===== config.mk =====
export PLATFORM = sky130hd
export DESIGN_NAME = tbio_irq_periph
export DESIGN_NICKNAME = d
export VERILOG_FILES = /design/src/rtl/tbio_pkg.sv /design/src/rtl/tbio_decode.sv /design/src/rtl/tbio_irq_regs.sv /design/src/rtl/tbio_mtimer.sv /design/src/rtl/tbio_irq_periph.sv
export SDC_FILE = /design/constraint.sdc
export NUM_CORES = 1
export LEC_CHECK = 0
export ABC_AREA = 1
export BUFFER_PORTS_ARGS = -buffer_cell sky130_fd_sc_hd__buf_2
export CAP_MARGIN = 0
export CORE_MARGIN = 5
export CORE_UTILIZATION = 45
export CTS_BUF_LIST = sky130_fd_sc_hd__clkbuf_8
export DETAILED_ROUTE_END_ITERATION = 12
export SETUP_SLACK_MARGIN = 0.05
export SKIP_CTS_REPAIR_TIMING = 1
export SLEW_MARGIN = 20
export SYNTH_ARGS = -nofsm -noshare
export SYNTH_HDL_FRONTEND = slang
export SYNTH_HIERARCHICAL = 1
export SYNTH_SLANG_ARGS = --single-unit

===== constraint.sdc =====
create_clock -name clk -period 4.8 [get_ports clk]
set_clock_uncertainty 0.15 [all_clocks]
set_input_delay 0.48 -clock clk [delete_from_list [all_inputs] [get_ports clk]]
set_output_delay 0.48 -clock clk [all_outputs]
set_load 0.02 [all_outputs]

===== src/rtl/tbio_pkg.sv =====
package tbio_pkg;

    localparam int OFF_W = 12;

    typedef enum logic [3:0] {
        SEL_NONE,
        SEL_CHAR,
        SEL_VALUE,
        SEL_EXIT,
        SEL_SOFT_SET,
        SEL_SOFT_CLR,
        SEL_VEC_SET,
        SEL_VEC_CLR,
        SEL_TIME_LO,
        SEL_TIME_HI,
        SEL_CMP_LO,
        SEL_CMP_HI
    } sel_e;

    localparam logic [OFF_W-1:0] OFF_CHAR     = 12'h000;
    localparam logic [OFF_W-1:0] OFF_VALUE    = 12'h004;
    localparam logic [OFF_W-1:0] OFF_EXIT     = 12'h008;
    localparam logic [OFF_W-1:0] OFF_SOFT_SET = 12'h010;
    localparam logic [OFF_W-1:0] OFF_SOFT_CLR = 12'h014;
    localparam logic [OFF_W-1:0] OFF_VEC_SET  = 12'h020;
    localparam logic [OFF_W-1:0] OFF_VEC_CLR  = 12'h030;
    localparam logic [OFF_W-1:0] OFF_TIME_LO  = 12'h100;
    localparam logic [OFF_W-1:0] OFF_TIME_HI  = 12'h104;
    localparam logic [OFF_W-1:0] OFF_CMP_LO   = 12'h108;
    localparam logic [OFF_W-1:0] OFF_CMP_HI   = 12'h10C;

endpackage


===== src/rtl/tbio_decode.sv =====
module tbio_decode
    import tbio_pkg::*;
#(
    parameter int          ADDR_W    = 32,
    parameter logic [31:0] BASE_ADDR = 32'h8000_0000
) (
    input  logic [ADDR_W-1:0] addr,
    output sel_e              sel
);

    logic             in_window;
    logic [OFF_W-1:0] offset;

    assign in_window = (addr[ADDR_W-1:OFF_W] == BASE_ADDR[ADDR_W-1:OFF_W]);
    assign offset    = addr[OFF_W-1:0];

    always_comb begin
        sel = SEL_NONE;
        if (in_window) begin
            unique case (offset)
                OFF_CHAR:     sel = SEL_CHAR;
                OFF_VALUE:    sel = SEL_VALUE;
                OFF_EXIT:     sel = SEL_EXIT;
                OFF_SOFT_SET: sel = SEL_SOFT_SET;
                OFF_SOFT_CLR: sel = SEL_SOFT_CLR;
                OFF_VEC_SET:  sel = SEL_VEC_SET;
                OFF_VEC_CLR:  sel = SEL_VEC_CLR;
                OFF_TIME_LO:  sel = SEL_TIME_LO;
                OFF_TIME_HI:  sel = SEL_TIME_HI;
                OFF_CMP_LO:   sel = SEL_CMP_LO;
                OFF_CMP_HI:   sel = SEL_CMP_HI;
                default:      sel = SEL_NONE;
            endcase
        end
    end

endmodule


===== src/rtl/tbio_irq_regs.sv =====
module tbio_irq_regs
    import tbio_pkg::*;
#(
    parameter int VEC_W = 32
) (
    input  logic             clk,
    input  logic             rst_n,
    input  logic             wr_en,
    input  sel_e             sel,
    input  logic [VEC_W-1:0] wdata,
    output logic             soft_q,
    output logic [VEC_W-1:0] vec_q
);

    always_ff @(posedge clk) begin
        if (!rst_n) begin
            soft_q <= 1'b0;
            vec_q  <= '0;
        end else if (wr_en) begin
            unique case (sel)
                SEL_SOFT_SET: soft_q <= 1'b1;
                SEL_SOFT_CLR: soft_q <= 1'b0;
                SEL_VEC_SET:  vec_q  <= vec_q | wdata;
                SEL_VEC_CLR:  vec_q  <= vec_q & ~wdata;
                default: ;
            endcase
        end
    end


    soft_set_chk: assert property (@(posedge clk) disable iff (!rst_n)
        (wr_en && sel == SEL_SOFT_SET) |=> soft_q);


    soft_clr_chk: assert property (@(posedge clk) disable iff (!rst_n)
        (wr_en && sel == SEL_SOFT_CLR) |=> !soft_q);


    vec_set_chk: assert property (@(posedge clk) disable iff (!rst_n)
        (wr_en && sel == SEL_VEC_SET) |=> ((vec_q & $past(wdata)) == $past(wdata)));


    vec_clr_chk: assert property (@(posedge clk) disable iff (!rst_n)
        (wr_en && sel == SEL_VEC_CLR) |=> ((vec_q & $past(wdata)) == '0));

endmodule


===== src/rtl/tbio_mtimer.sv =====
module tbio_mtimer
    import tbio_pkg::*;
#(
    parameter int   HALF_W       = 32,
    parameter logic CMP_RST_ONES = 1'b0
) (
    input  logic                clk,
    input  logic                rst_n,
    input  logic                wr_en,
    input  sel_e                sel,
    input  logic [HALF_W-1:0]   wdata,
    output logic [2*HALF_W-1:0] time_q,
    output logic [2*HALF_W-1:0] cmp_q,
    output logic                pending
);

    localparam int TIME_W = 2 * HALF_W;

    always_ff @(posedge clk) begin
        if (!rst_n) begin
            time_q <= '0;
        end else if (wr_en && sel == SEL_TIME_LO) begin
            time_q[HALF_W-1:0] <= wdata;
        end else if (wr_en && sel == SEL_TIME_HI) begin
            time_q[TIME_W-1:HALF_W] <= wdata;
        end else begin
            time_q <= time_q + 1'b1;
        end
    end

    always_ff @(posedge clk) begin
        if (!rst_n) begin
            cmp_q <= {TIME_W{CMP_RST_ONES}};
        end else if (wr_en && sel == SEL_CMP_LO) begin
            cmp_q[HALF_W-1:0] <= wdata;
        end else if (wr_en && sel == SEL_CMP_HI) begin
            cmp_q[TIME_W-1:HALF_W] <= wdata;
        end
    end

    assign pending = (time_q >= cmp_q);


    time_inc_chk: assert property (@(posedge clk) disable iff (!rst_n)
        !(wr_en && (sel == SEL_TIME_LO || sel == SEL_TIME_HI))
        |=> time_q == $past(time_q) + 1'b1);


    time_lo_keep_hi_chk: assert property (@(posedge clk) disable iff (!rst_n)
        (wr_en && sel == SEL_TIME_LO)
        |=> time_q[TIME_W-1:HALF_W] == $past(time_q[TIME_W-1:HALF_W]));


    time_hi_keep_lo_chk: assert property (@(posedge clk) disable iff (!rst_n)
        (wr_en && sel == SEL_TIME_HI)
        |=> time_q[HALF_W-1:0] == $past(time_q[HALF_W-1:0]));


    cmp_hold_chk: assert property (@(posedge clk) disable iff (!rst_n)
        !(wr_en && (sel == SEL_CMP_LO || sel == SEL_CMP_HI)) |=> $stable(cmp_q));

endmodule


===== src/rtl/tbio_irq_periph.sv =====
module tbio_irq_periph
    import tbio_pkg::*;
#(
    parameter logic [31:0] BASE_ADDR    = 32'h8000_0000,
    parameter int          ADDR_W       = 32,
    parameter int          DATA_W       = 32,
    parameter int          CHAR_W       = 8,
    parameter logic        CMP_RST_ONES = 1'b0
) (
    input  logic              clk,
    input  logic              rst_n,
    input  logic              bus_valid,
    input  logic              bus_write,
    input  logic [ADDR_W-1:0] bus_addr,
    input  logic [DATA_W-1:0] bus_wdata,
    output logic [DATA_W-1:0] bus_rdata,
    output logic              char_strobe,
    output logic [CHAR_W-1:0] char_data,
    output logic              value_strobe,
    output logic [DATA_W-1:0] value_data,
    output logic              exit_strobe,
    output logic [DATA_W-1:0] exit_code,
    output logic              soft_irq,
    output logic [DATA_W-1:0] ext_irq,
    output logic              timer_irq
);

    localparam int TIME_W = 2 * DATA_W;

    sel_e              sel;
    logic              wr_en;
    logic              rd_en;
    logic [TIME_W-1:0] time_q;
    logic [TIME_W-1:0] cmp_q;

    assign wr_en = bus_valid && bus_write;
    assign rd_en = bus_valid && !bus_write;

    tbio_decode #(
        .ADDR_W    (ADDR_W),
        .BASE_ADDR (BASE_ADDR)
    ) u_decode (
        .addr (bus_addr),
        .sel  (sel)
    );

    tbio_irq_regs #(
        .VEC_W (DATA_W)
    ) u_irq (
        .clk    (clk),
        .rst_n  (rst_n),
        .wr_en  (wr_en),
        .sel    (sel),
        .wdata  (bus_wdata),
        .soft_q (soft_irq),
        .vec_q  (ext_irq)
    );

    tbio_mtimer #(
        .HALF_W       (DATA_W),
        .CMP_RST_ONES (CMP_RST_ONES)
    ) u_timer (
        .clk     (clk),
        .rst_n   (rst_n),
        .wr_en   (wr_en),
        .sel     (sel),
        .wdata   (bus_wdata),
        .time_q  (time_q),
        .cmp_q   (cmp_q),
        .pending (timer_irq)
    );

    always_ff @(posedge clk) begin
        if (!rst_n) begin
            char_strobe  <= 1'b0;
            value_strobe <= 1'b0;
            exit_strobe  <= 1'b0;
            char_data    <= '0;
            value_data   <= '0;
            exit_code    <= '0;
        end else begin
            char_strobe  <= wr_en && sel == SEL_CHAR;
            value_strobe <= wr_en && sel == SEL_VALUE;
            exit_strobe  <= wr_en && sel == SEL_EXIT;
            if (wr_en && sel == SEL_CHAR)  char_data  <= bus_wdata[CHAR_W-1:0];
            if (wr_en && sel == SEL_VALUE) value_data <= bus_wdata;
            if (wr_en && sel == SEL_EXIT)  exit_code  <= bus_wdata;
        end
    end

    always_comb begin
        bus_rdata = '0;
        if (rd_en) begin
            unique case (sel)
                SEL_SOFT_SET, SEL_SOFT_CLR: bus_rdata = {{(DATA_W-1){1'b0}}, soft_irq};
                SEL_VEC_SET,  SEL_VEC_CLR:  bus_rdata = ext_irq;
                SEL_TIME_LO:                bus_rdata = time_q[DATA_W-1:0];
                SEL_TIME_HI:                bus_rdata = time_q[TIME_W-1:DATA_W];
                SEL_CMP_LO:                 bus_rdata = cmp_q[DATA_W-1:0];
                SEL_CMP_HI:                 bus_rdata = cmp_q[TIME_W-1:DATA_W];
                default:                    bus_rdata = '0;
            endcase
        end
    end


    idle_rdata_chk: assert property (@(posedge clk) disable iff (!rst_n)
        !rd_en |-> bus_rdata == '0);


    char_strobe_chk: assert property (@(posedge clk) disable iff (!rst_n)
        (wr_en && sel == SEL_CHAR) |=> char_strobe && char_data == $past(bus_wdata[CHAR_W-1:0]));


    exit_strobe_chk: assert property (@(posedge clk) disable iff (!rst_n)
        (wr_en && sel == SEL_EXIT) |=> exit_strobe && exit_code == $past(bus_wdata));


    soft_read_chk: assert property (@(posedge clk) disable iff (!rst_n)
        (rd_en && (sel == SEL_SOFT_SET || sel == SEL_SOFT_CLR))
        |-> bus_rdata[DATA_W-1:1] == '0);

endmodule


==> summary.md <==
| Metric | Value |
|---|---|
| Pwr Density | `249.2 nW/um^2` |
| Largest net degree at the start of global routing | `roughly 100` |
| Tot GR Track Use | `just under 30%` |
| Number of synthesized flops with an enable pin | `0` |
| Multiplexer share of the synthesized area | `0%` |
| Most common cell in the netlist | `nand2_1` |
| Reg clk slew, reported paths | `0.06 ns` |
| Max rail drop VDD | `0.2088 mV` |
| Min-Delay Path Depth | `3` |
| PortBufs | `208` |
| Setup violators final | `0` |
| FP Rows | `67` |
| Post-route ant nets | `0` |
| Post-Route WL | `57120 um` |
| Area of placed instances | `16520 um^2` |
| Status | `complete, no violations` |
| DP Cell Count | `between 2000 and 3000` |
| WP data required | `4.17 ns` |
| Area contributors post-synth | `dfxtp_1 31%, nand2_1 11%, nand3_1 9.0%, nor2_1 8.1%, inv_1 7.0%` |
| 1st-pass router iterations | `6` |
| Root buf cell | `clkbuf_8` |
| Initial DRC count | `1784` |
| LEAKAGE | `7.206 nW` |
| Leading area contributor after synthesis | `dfxtp_1` |
| Die X | `194.6 um` |
| Vias in the first global route | `around 15000` |
| DIE AREA | `37880 um^2` |
| H-tree levels | `2` |
| R2R cell count | `12` |
| Initial antenna violation count | `1` |
| Synth Area in Simple Gates | `approximately a third` |
| Post-route insts no fill | `between 3000 and 4000` |
| Clock Tree Buf Depth | `3` |
| Max-Slew Margin vs Limit | `32.54%` |
| Final Max Slew Viols | `0` |
| Post-synthesis sequential area ratio | `30.80%` |
| Most used DFF post-synth | `dfxtp_1` |
| Cell area after layout | `17530 um^2` |
| Worst-Margin Slew | `just over 1 ns` |
| Ant. Diodes | `0` |
| Global-route wire length before repair | `88350 um` |
| Fmax | `about 270 MHz` |
| DRC viols | `0` |
| Post-synth top area share | `30.80%` |
| Fin Setup TNS | `0 ns` |
| Worst-Skew Late Latency | `between 0.6 and 0.7 ns` |
| Share of layout cells above drive strength 1 | `16.24%` |
| Final Critical Period | `roughly 3.7 ns` |
| Fin crit share | `76.94%` |
| Worst setup SP type | `input pin` |
| Count of cell types in the netlist | `between 40 and 50` |
| Routed wire per std cell | `about 19 um` |
| Total CTS buffers | `45` |
| Nets | `2699` |
| TritonCTS clock tree | `done` |
| Async set or reset register ratio after synthesis | `0%` |
| Total gr overflow | `0` |
| Synthesis-to-layout area growth | `14.32%` |
| Core area | `33620 um^2` |
| Starting Density | `45.62%` |
| Hold WC Path Type | `input pin to register` |
| Via/cell ratio | `5.408` |
| Compound-Gate Fraction of Synth Area | `around 16%` |
| WP data arrival | `3.06 ns` |
| Design Power | `about 4.4 mW` |
| Largest family of logic cells by synthesized area | `simple AND/OR/NAND/NOR gates` |
| Detailed-placement wirelength estimate | `41250 um` |
| Top cells by instance count after synthesis | `462 x nand2_1, 332 x nor2_1, 288 x inv_1, 277 x nand3_1, 236 x dfxtp_1` |
| Post-Synth Adder-Cell Area | `between 5 and 6%` |
| I/O pin cnt | `between 200 and 250` |
| Net count after synthesis | `2543` |
| Avg Synthesized Cell Area | `roughly 6.4 um^2` |
| Crit end category | `output pin` |
| Hold Vio Cnt, Final | `0` |
| Mapped Cells | `2410` |
| FF+latch count, synth | `236` |
| Final GP Congestion | `about 0.95` |
| Maxcap violations | `0` |
| Via count | `16480` |
| Syn. warnings | `6` |
| CP Class | `input pin to output pin` |
| Worst-path maximum fanout | `78` |
| XOR/XNOR share of the synthesized area | `1.256%` |
| Die height | `194.6 um` |
| Clock Sinks | `236` |
| RSZ-0062 raised after global routing | `false` |
| Mapped Area | `15340 um^2` |
[kinds of logic (layout without fill, tap and decap cells)]
group / after synthesis / count (layout)
AOI/OAI and AO/OA: 467 / 467
adders and majority gates: 65 / 65
xor gates and xnor gates: 22 / 22
DFF: 236 / 236
buffers and inverters: 424 / 613
and+or+nand+nor: 1196 / 1196
[layout by cell type (no fill, tap or decap), types with 2 or more instances in the layout]
| cell | Yosys | final |
|---|---|---|
| xor2_1 | 12 | 12 |
| nand3_2 | 32 | 35 |
| nor2_2 | 17 | 17 |
| o21ai_1 | 65 | 65 |
| o21bai_1 | 26 | 26 |
| nand2_4 | 2 | 2 |
| buf_12 | 3 | 3 |
| clkinv_2 | 0 | 8 |
| a21oi_2 | 4 | 4 |
| a21oi_1 | 197 | 197 |
| o21ai_0 | 163 | 163 |
| o211ai_1 | 3 | 3 |
| nand2_1 | 462 | 462 |
| nand3_1 | 277 | 274 |
| clkinvlp_4 | 0 | 2 |
| inv_2 | 12 | 14 |
| xnor2_1 | 10 | 10 |
| nor3_1 | 13 | 13 |
| clkbuf_8 | 2 | 57 |
| ha_1 | 65 | 65 |
| bufinv_16 | 0 | 3 |
| buf_4 | 7 | 22 |
| nand3b_1 | 2 | 2 |
| buf_2 | 35 | 207 |
| inv_6 | 1 | 2 |
| nand4_1 | 16 | 16 |
| nor2_4 | 14 | 16 |
| clkinv_8 | 0 | 2 |
| nand2_2 | 23 | 23 |
| inv_1 | 288 | 293 |
| nor2_1 | 332 | 330 |
| dfxtp_1 | 236 | 236 |
[through the flow]
step,util [%],hold WS [ns],worst slack [ns]
floorplan,-,0.2975,1.665
global placement,49.13,0.2803,1.155
detailed placement,49.13,0.2836,1.174
CTS,52.10,0.05140,1.146
global route,52.16,0.08724,0.8667
finish,52.16,0.09206,1.107
[metal layers]
layer	track usage [%]	wire length, um	vias to the layer above
met2	43.79	24630	657
met1	41.67	26050	7624
li1	-	-	8116
met4	7.370	1296	0
met5	0	0	-
met3	6.129	5136	80
[critical path: stages]
cell and delay (ns):
buf_2 0.11, inv_2 0.04, nand2_2 0.09, nor2_8 0.16, nand3_2 0.11, nor2_1 0.61, inv_2 0.10, nor2_4 0.35
buf_12 0.33, nand3_1 0.17, nand2_1 0.10, nor2_1 0.06, nor2_1 0.09, buf_2 0.20
[power by group]
| part | internal, mW | total [mW] | switching (mW) |
|---|---|---|---|
| logic | 0.0530 | 0.200 | 0.147 |
| registers | 1.96 | 1.97 | 0.00407 |
| clock network | 1.24 | 2.20 | 0.960 |
[worst paths after layout]
check / from / end / slack, ns
min: bus_wdata[9] / exit_code[9] / 0.09
max: bus_addr[6] / bus_rdata[15] / 1.11
min reg2reg: value_data[28] / value_data[28] / 0.29
max reg2reg: u_timer/time_q[1] / u_timer/time_q[42] / 2.39
[cell type report]
type,instances,area [um^2]
fill,3530,16080
timing repair buffer,232,1261
tap,448,560.5
inverter,301,1135
sequential,236,4725
clock inverter,23,212.7
clock buffer,57,784.5
multi-input combinational,1750,8855
Note: power is estimated with default switching activity, not from simulation.
